$ cat config.mk
export PLATFORM = sky130hd
export DESIGN_NAME = pio_bank
export DESIGN_NICKNAME = d
export VERILOG_FILES = /design/src/rtl/pio_pkg.sv /design/src/rtl/pio_regs.sv /design/src/rtl/pio_edge.sv /design/src/rtl/pio_irq.sv /design/src/rtl/pio_bank.sv
export SDC_FILE = /design/constraint.sdc
export NUM_CORES = 1
export LEC_CHECK = 0
export BUFFER_PORTS_ARGS = -buffer_cell sky130_fd_sc_hd__buf_2
export CAP_MARGIN = 5
export CORE_MARGIN = 2
export CORE_UTILIZATION = 62
export CTS_CLUSTER_SIZE = 40
export DETAILED_ROUTE_END_ITERATION = 12
export PLACE_DENSITY = 0.95
export SLEW_MARGIN = 20
export SYNTH_ARGS = -nofsm -noshare
export SYNTH_HDL_FRONTEND = slang
export SYNTH_SLANG_ARGS = --single-unit
$ cat constraint.sdc
create_clock -name clk -period 4.3 [get_ports clk]
set_input_delay 0.86 -clock clk [delete_from_list [all_inputs] [get_ports clk]]
set_output_delay 0.86 -clock clk [all_outputs]
set_load 0.05 [all_outputs]
$ cat src/rtl/pio_pkg.sv
package pio_pkg;

    localparam int LINES  = 32;
    localparam int AW     = 5;
    localparam int SYNC_N = 2;

    typedef logic [LINES-1:0] lvec_t;

    typedef enum logic [AW-1:0] {
        OFS_DIR = 5'h00,
        OFS_OD  = 5'h04,
        OFS_DAT = 5'h08,
        OFS_EVT = 5'h0C,
        OFS_MSK = 5'h10,
        OFS_SNS = 5'h14,
        OFS_IBE = 5'h18
    } reg_ofs_e;

    // Configuration state, all vectors indexed by line number.
    typedef struct packed {
        lvec_t dir;
        lvec_t od;
        lvec_t dat;
        lvec_t msk;
        lvec_t sns;
        lvec_t ibe;
    } cfg_t;

    // Convert between bus bit order and line order (self-inverse).
    function automatic lvec_t flip(input lvec_t v);
        lvec_t r;
        for (int i = 0; i < LINES; i++) begin
            r[i] = v[LINES-1-i];
        end
        return r;
    endfunction

endpackage

$ cat src/rtl/pio_regs.sv
module pio_regs
    import pio_pkg::*;
(
    input  logic          clk,
    input  logic          rst,
    input  logic          wr,
    input  logic          rd,
    input  logic [AW-1:0] addr,
    input  lvec_t         wdata,
    input  lvec_t         pin_sync,
    input  lvec_t         ev,
    output cfg_t          cfg,
    output lvec_t         clr,
    output lvec_t         rdata
);

    lvec_t wl;
    lvec_t dat_view;
    lvec_t sel;

    assign wl = flip(wdata);

    always_ff @(posedge clk) begin
        if (rst) begin
            cfg <= '0;
        end else if (wr) begin
            case (addr)
                OFS_DIR: cfg.dir <= wl;
                OFS_OD:  cfg.od  <= wl;
                OFS_DAT: cfg.dat <= wl;
                OFS_MSK: cfg.msk <= wl;
                OFS_SNS: cfg.sns <= wl;
                OFS_IBE: cfg.ibe <= wl;
                default: ;
            endcase
        end
    end

    assign clr = (wr && addr == OFS_EVT) ? wl : '0;

    // Outputs show their latch; inputs show the gated synchronised pin.
    assign dat_view = (cfg.dir & cfg.dat) | (~cfg.dir & cfg.ibe & pin_sync);

    always_comb begin
        case (addr)
            OFS_DIR: sel = cfg.dir;
            OFS_OD:  sel = cfg.od;
            OFS_DAT: sel = dat_view;
            OFS_EVT: sel = ev;
            OFS_MSK: sel = cfg.msk;
            OFS_SNS: sel = cfg.sns;
            OFS_IBE: sel = cfg.ibe;
            default: sel = '0;
        endcase
    end

    assign rdata = rd ? flip(sel) : '0;

endmodule

$ cat src/rtl/pio_edge.sv
module pio_edge #(
    parameter int W      = 32,
    parameter int STAGES = 2
) (
    input  logic         clk,
    input  logic         rst,
    input  logic [W-1:0] pins,
    input  logic [W-1:0] fall_only,
    output logic [W-1:0] sync,
    output logic [W-1:0] hit
);

    logic [STAGES-1:0][W-1:0] stg;
    logic [W-1:0]             prev;
    logic [W-1:0]             rise;
    logic [W-1:0]             fall;

    always_ff @(posedge clk) begin
        if (rst) begin
            stg  <= '0;
            prev <= '0;
        end else begin
            stg[0] <= pins;
            for (int k = 1; k < STAGES; k++) begin
                stg[k] <= stg[k-1];
            end
            prev <= stg[STAGES-1];
        end
    end

    assign sync = stg[STAGES-1];
    assign rise = sync & ~prev;
    assign fall = ~sync & prev;
    assign hit  = fall | (rise & ~fall_only);

endmodule

$ cat src/rtl/pio_irq.sv
module pio_irq
    import pio_pkg::*;
(
    input  logic  clk,
    input  logic  rst,
    input  lvec_t hit,
    input  lvec_t clr,
    input  lvec_t msk,
    output lvec_t ev,
    output logic  irq
);

    // A fresh edge wins over a clear landing on the same bit.
    always_ff @(posedge clk) begin
        if (rst) begin
            ev <= '0;
        end else begin
            ev <= (ev & ~clr) | hit;
        end
    end

    assign irq = |(ev & msk);

endmodule

$ cat src/rtl/pio_bank.sv
module pio_bank
    import pio_pkg::*;
(
    input  logic          clk,
    input  logic          rst,
    input  logic          bus_wr,
    input  logic          bus_rd,
    input  logic [AW-1:0] bus_addr,
    input  logic [31:0]   bus_wdata,
    output logic [31:0]   bus_rdata,
    input  logic [31:0]   pin_in,
    output logic [31:0]   pin_out,
    output logic [31:0]   pin_oe,
    output logic          irq_out
);

    cfg_t  cfg;
    lvec_t clr;
    lvec_t ev;
    lvec_t hit;
    lvec_t pin_sync;

    pio_regs u_regs (
        .clk      (clk),
        .rst      (rst),
        .wr       (bus_wr),
        .rd       (bus_rd),
        .addr     (bus_addr),
        .wdata    (bus_wdata),
        .pin_sync (pin_sync),
        .ev       (ev),
        .cfg      (cfg),
        .clr      (clr),
        .rdata    (bus_rdata)
    );

    pio_edge #(.W(LINES), .STAGES(SYNC_N)) u_edge (
        .clk       (clk),
        .rst       (rst),
        .pins      (pin_in),
        .fall_only (cfg.sns),
        .sync      (pin_sync),
        .hit       (hit)
    );

    pio_irq u_irq (
        .clk (clk),
        .rst (rst),
        .hit (hit),
        .clr (clr),
        .msk (cfg.msk),
        .ev  (ev),
        .irq (irq_out)
    );

    assign pin_out = cfg.dat;
    assign pin_oe  = cfg.dir & ~(cfg.od & cfg.dat);

endmodule

Word-level counts from Yosys, hierarchy flattened --
Index checks and enable logic that the tools add are counted.
Word-level totals: bits in registers 320, bits in latches 0, bits in writable memories 0, bits in read-only memories 0, output and inout port bits 97, word-level logic and storage cells 47, memories 0
Cells by class: add/subtract/negate cells 0, multiply operators 0, div/mod/pow operators 0, order comparisons 0, eq/ne operators 6, shifts and indexed selects 0, muxes and demuxes 3, bitwise operators 19, reduce and logical (&&, ||, !) cells 9
Operators by type and width (count):
- bitwise AND 32 bit | 10
- one-hot mux 32 bit (7 select lines) | 1
- inverter 32 bit | 6
- OR 32 bit | 3
- two-way mux 32 bit | 2
- OR reduction 32 bit | 1
- == test 5 bit (second input constant) | 3
- AND reduction 2 bit | 6
- == test 5 x 4 -> 1 bit (second input constant) | 2
- == test 5 x 3 -> 1 bit (second input constant) | 1
- zero test 5 bit | 1
- logical AND 1 bit | 1

Logic depth before layout (Yosys ltp) --
depth in word-level cells 6, mapped depth 7, gate-level depth less buffers 4

Cells and area by module --
A second synthesis with hierarchy kept.
Second synthesis, totals: cells, all modules 1702, area total of the unflattened synthesis 14051.0 sq um
Modules (own cells, without submodules):
- pio_regs | instances 1, cells each 1220, area an instance 9110.0 sq um
- pio_edge | instances 1, cells each 298, area an instance 3360.7 sq um
- pio_irq | instances 1, cells each 152, area an instance 1219.9 sq um
- pio_bank | instances 1, cells each 32, area an instance 360.3 sq um

Worst setup path before layout --
No wires, ideal clock.
path type input to output, start point input port bus_addr[1], end point output port bus_rdata[10], arrival 2.984 ns, data required time 3.440 ns, setup slack 0.456 ns, cell stages on the path 7, path buffers 3, cells stage by stage buf_2 or4b_1 buf_4 nor2_4 buf_4 a222oi_1 a31oi_1
On the way: longest elaborated chain between the ends 3, elaborated cells on any way between the ends 9, those cells by class 6 x eq/ne; 2 x mux; 1 x reduce/logical
Ends and longest elaborated chain:
- start, declared | RTL line pio_bank.sv:8 | input logic [AW-1:0] bus_addr,
- == test 5 bit, or another cell as far along | RTL line pio_regs.sv:45 | case (addr)
- one-hot mux 32 bit (7 select lines) * | RTL line pio_regs.sv:45
- two-way mux 32 bit * | RTL line pio_regs.sv:57 | assign rdata = rd ? flip(sel) : '0;
- end, declared | RTL line pio_bank.sv:10 | output logic [31:0] bus_rdata,
Every way passes the cells marked *; elsewhere a longest branch is shown, timed or not.

Final worst setup path --
start point input port bus_addr[2], end point output port bus_rdata[18]
The elaborated chain is that of the path after synthesis.

==> results.md <==
- Cells after synthesis: approximately 1600
- Routed vias: about 13000
- Worst r2r path cells: 2
- RR Endpoint: u_irq.ev[22]
- Mux cell area share after synthesis: 0.0615
- Initial Util: 0.636
- Highest clock rate: 0.247 GHz
- Drt drc: 0
- Number of I/O port buffers: approximately 170
- Num rows: 53
- CTS tree: built
- Worst setup EP type: primary output
- Io pins: 170
- Die outline width: 152 um
- Power Density: 401 mW/mm2
- Core area: 0.0212 mm2
- Syn Area/Cell: 8.30 um2
- Compound-Gate Fraction of Synth Area: 0.180
- Avg WL per Cell: 21.2 um
- Clock Pin Slew Worst Setup and Hold Paths: 0.06 ns
- Clock buffer depth: 3
- Tot GR Track Use: 0.365
- Crit path time final: slightly above 4 ns
- Dpl hpwl: 26200 um
- GR peak layer: met2
- Met1 Use GR: 0.456
- Final Util: 0.720
- Peak VDD IR: 335 uV
- Max Transition Viols Final: 0
- Worst r2r src: u_edge.sync[22]
- Yosys Warn Count: 0
- Status: complete, no violations
- Synthesized Nets: 1699
- Synth Area in Adders: 0
- Critical Path AT: 3.19 ns
- Num CTS Buffers: 31
- Final Cycle Share: 0.942
- Clk_lat worst skew: 0.57 ns
- Endpoints failing hold: 0
- Normalized max-slew margin: 0.331
- Leakage Power: approximately 5.6 nW
- Final ANT Viol Nets: 0
- GR Layer Usage met2: 0.565
- Flop-to-flop setup slack: between 3 and 4 ns
- Share of layout cells above drive strength 1: 0.170
- Post-CTS setup buffers: 0
- Routability cong.: 0.911
- Setup-failing EPs final: 0
- Synth cell types: 39
- Worst Setup SP: bus_addr[2]
- Post-CTS Resized: 0
- Seq cells post-synth: 320
- GR Overflow Total: 0
- Vias in the first global route: 12600
- Setup crit start kind: input pin
- Hold EP: u_edge.sync[26]
- Die Footprint: 0.0230 mm2
- Met3 usage: 0.0991
- Largest net degree at the start of global routing: 159
- Synth-to-layout area growth: 13.2%
- Routed wire length: 42900 um
- Post-DR vias/cell: 6.49
- RSZ-0062 raised after global routing: false
- Least-Margin Pin Slew: 1.00 ns
- Hold Crit Start: u_edge.stg[26]
- Hold depth: 1
- Height of the die: ~150 um
- Root buf cell: clkbuf_16
- HP Class: flip-flop to flip-flop
- Crit Path Class: input pin to primary output
- DR pass1 iterations: 7
- Setup total negative slack: 0 ns
- Clock skew: 0.0183 ns
- CTS H-tree depth: 1
- Simple-gate share of the synthesized area: 0.227
- Nets@finish: 1794
- WP data required: 3.44 ns
- Post-synthesis sequential area ratio: 0.475
- Largest family of logic cells by synthesized area: simple AND/OR/NAND/NOR gates
- Max cap viols: 0
- Initial antenna violation count: 1
- Post-Syn Area: 0.0135 mm2
- First-pass GRT wire length: 65900 um
- Clock Sinks: 320
- Crit-path max FO: 15
- Post-CTS Hold Buffers: 0
- XOR/XNOR Fraction of Synth Area: 0
- Iteration-0 DRC count of the detailed router: around 2100
critical path, stage by stage:
cell and delay, ns:
buf_2 0.24, or4b_1 0.64, nor2_4 0.52, a222oi_1 0.24, a31oi_1 0.35, buf_2 0.33
power by group:
part	internal (mW)	switching, mW	total, mW
Clock	1.52	1.14	2.66
Sequential	3.04	0.0619	3.10
Combinational	0.121	0.254	0.375
Total	4.68	1.45	6.13
state kept, by name, indices dropped and copies added (netlist names):
name	cells
u_regs.cfg	192
u_edge.prev	32
u_edge.stg	32
u_edge.sync	32
u_irq.ev	32
cells in the mapped netlist:
| master | n | area (um2) |
|---|---|---|
| o21ai_0 | 17 | 85.1 |
| nor3b_2 | 1 | 12.5 |
| buf_6 | 7 | 78.8 |
| nor4b_4 | 1 | 23.8 |
| o21a_1 | 15 | 113 |
| nand4_1 | 4 | 25.0 |
| and3_1 | 2 | 12.5 |
| nor3_1 | 3 | 15.0 |
| or4_1 | 2 | 15.0 |
| nor4_2 | 1 | 12.5 |
| inv_1 | 4 | 15.0 |
| a31oi_1 | 32 | 200 |
| dfxtp_1 | 320 | 6410 |
| a22oi_1 | 16 | 120 |
| nor3_4 | 3 | 48.8 |
| and2_1 | 1 | 6.26 |
| o22a_1 | 14 | 123 |
| a32oi_1 | 2 | 17.5 |
| a21boi_0 | 32 | 240 |
| buf_2 | 16 | 80.1 |
| nor2_1 | 37 | 139 |
| o211ai_1 | 31 | 233 |
| nor2_4 | 2 | 22.5 |
| a311o_1 | 1 | 10.0 |
| buf_1 | 1 | 3.75 |
| nor2b_1 | 126 | 788 |
| nand3_1 | 38 | 190 |
| buf_4 | 37 | 278 |
| a221o_1 | 1 | 10.0 |
| clkbuf_1 | 84 | 315 |
| a222oi_1 | 15 | 150 |
| a21oi_1 | 224 | 1120 |
| mux2_2 | 32 | 360 |
| mux2i_1 | 47 | 470 |
| a221oi_1 | 1 | 8.76 |
| nand2_1 | 451 | 1690 |
| nand3b_1 | 2 | 15.0 |
| or4b_1 | 1 | 10.0 |
| nor4b_2 | 2 | 30.0 |
how the worst max path moves through the flow:
| stage | endpoint | slack [ns] |
|---|---|---|
| final | bus_rdata[18] | 0.25 |
| after floorplan | bus_rdata[10] | 0.46 |
| after CTS | bus_rdata[18] | 0.37 |
| after global routing | bus_rdata[18] | 0.23 |
| after global placement | bus_rdata[17] | 0.44 |
| after detailed placement | bus_rdata[18] | 0.41 |
routing by layer:
layer  wire length, um  share of wire  vias to the layer above
met5                 0              0                        -
met4              3100          0.072                        0
met3              6410           0.15                      319
met2             18600           0.43                     1119
met1             14800           0.34                     5959
li1                  -              -                     5695
cells in the final DEF (no fill, tap or decap), drive strengths merged, types with 4 or more instances in the layout:
master and n:
nor2 39, mux2 32, mux2i 47, dfxtp 320, o21a 15, clkbuf 42, nand2 451, nor3 6
a22oi 16, a21oi 224, nand4 4, a222oi 15, o21ai 17, inv 4, a21boi 32, o211ai 31
o22a 14, nand3 38, a31oi 32, buf 207, nor2b 126, clkinv 8
logic make-up after synthesis:
group,Yosys count
and+or+nand+nor,677
muxes,79
AOI/OAI and AO/OA,401
DFF,320
buffers and inverters,149
layout make-up:
| type | count | area [um2] |
|---|---|---|
| Sequential cell | 320 | 6410 |
| Fill cell | 1391 | 5940 |
| Clock inverter | 12 | 115 |
| Tap cell | 275 | 344 |
| Timing Repair Buffer | 207 | 1180 |
| Clock buffer | 42 | 867 |
| Antenna cell | 1 | 2.50 |
| Inverter | 4 | 15.0 |
| Multi-Input combinational cell | 1157 | 6350 |
stage by stage:
| step | setup slack [ns] | area (um2) | total power, mW | hold WS, ns | std cells |
|---|---|---|---|---|---|
| finish | 0.250 | 15300 | 6.13 | 0.434 | 2018 |
| global route | 0.234 | 15300 | 6.27 | 0.447 | 2018 |
| CTS | 0.371 | 15300 | 6.10 | 0.435 | 2017 |
| detailed placement | 0.408 | 14300 | 3.51 | 0.420 | 1963 |
| global placement | 0.440 | 14300 | 3.49 | 0.415 | 1963 |
| floorplan | 0.456 | 13500 | 3.35 | 0.414 | 1626 |
Power figures use the tool's default switching activity.
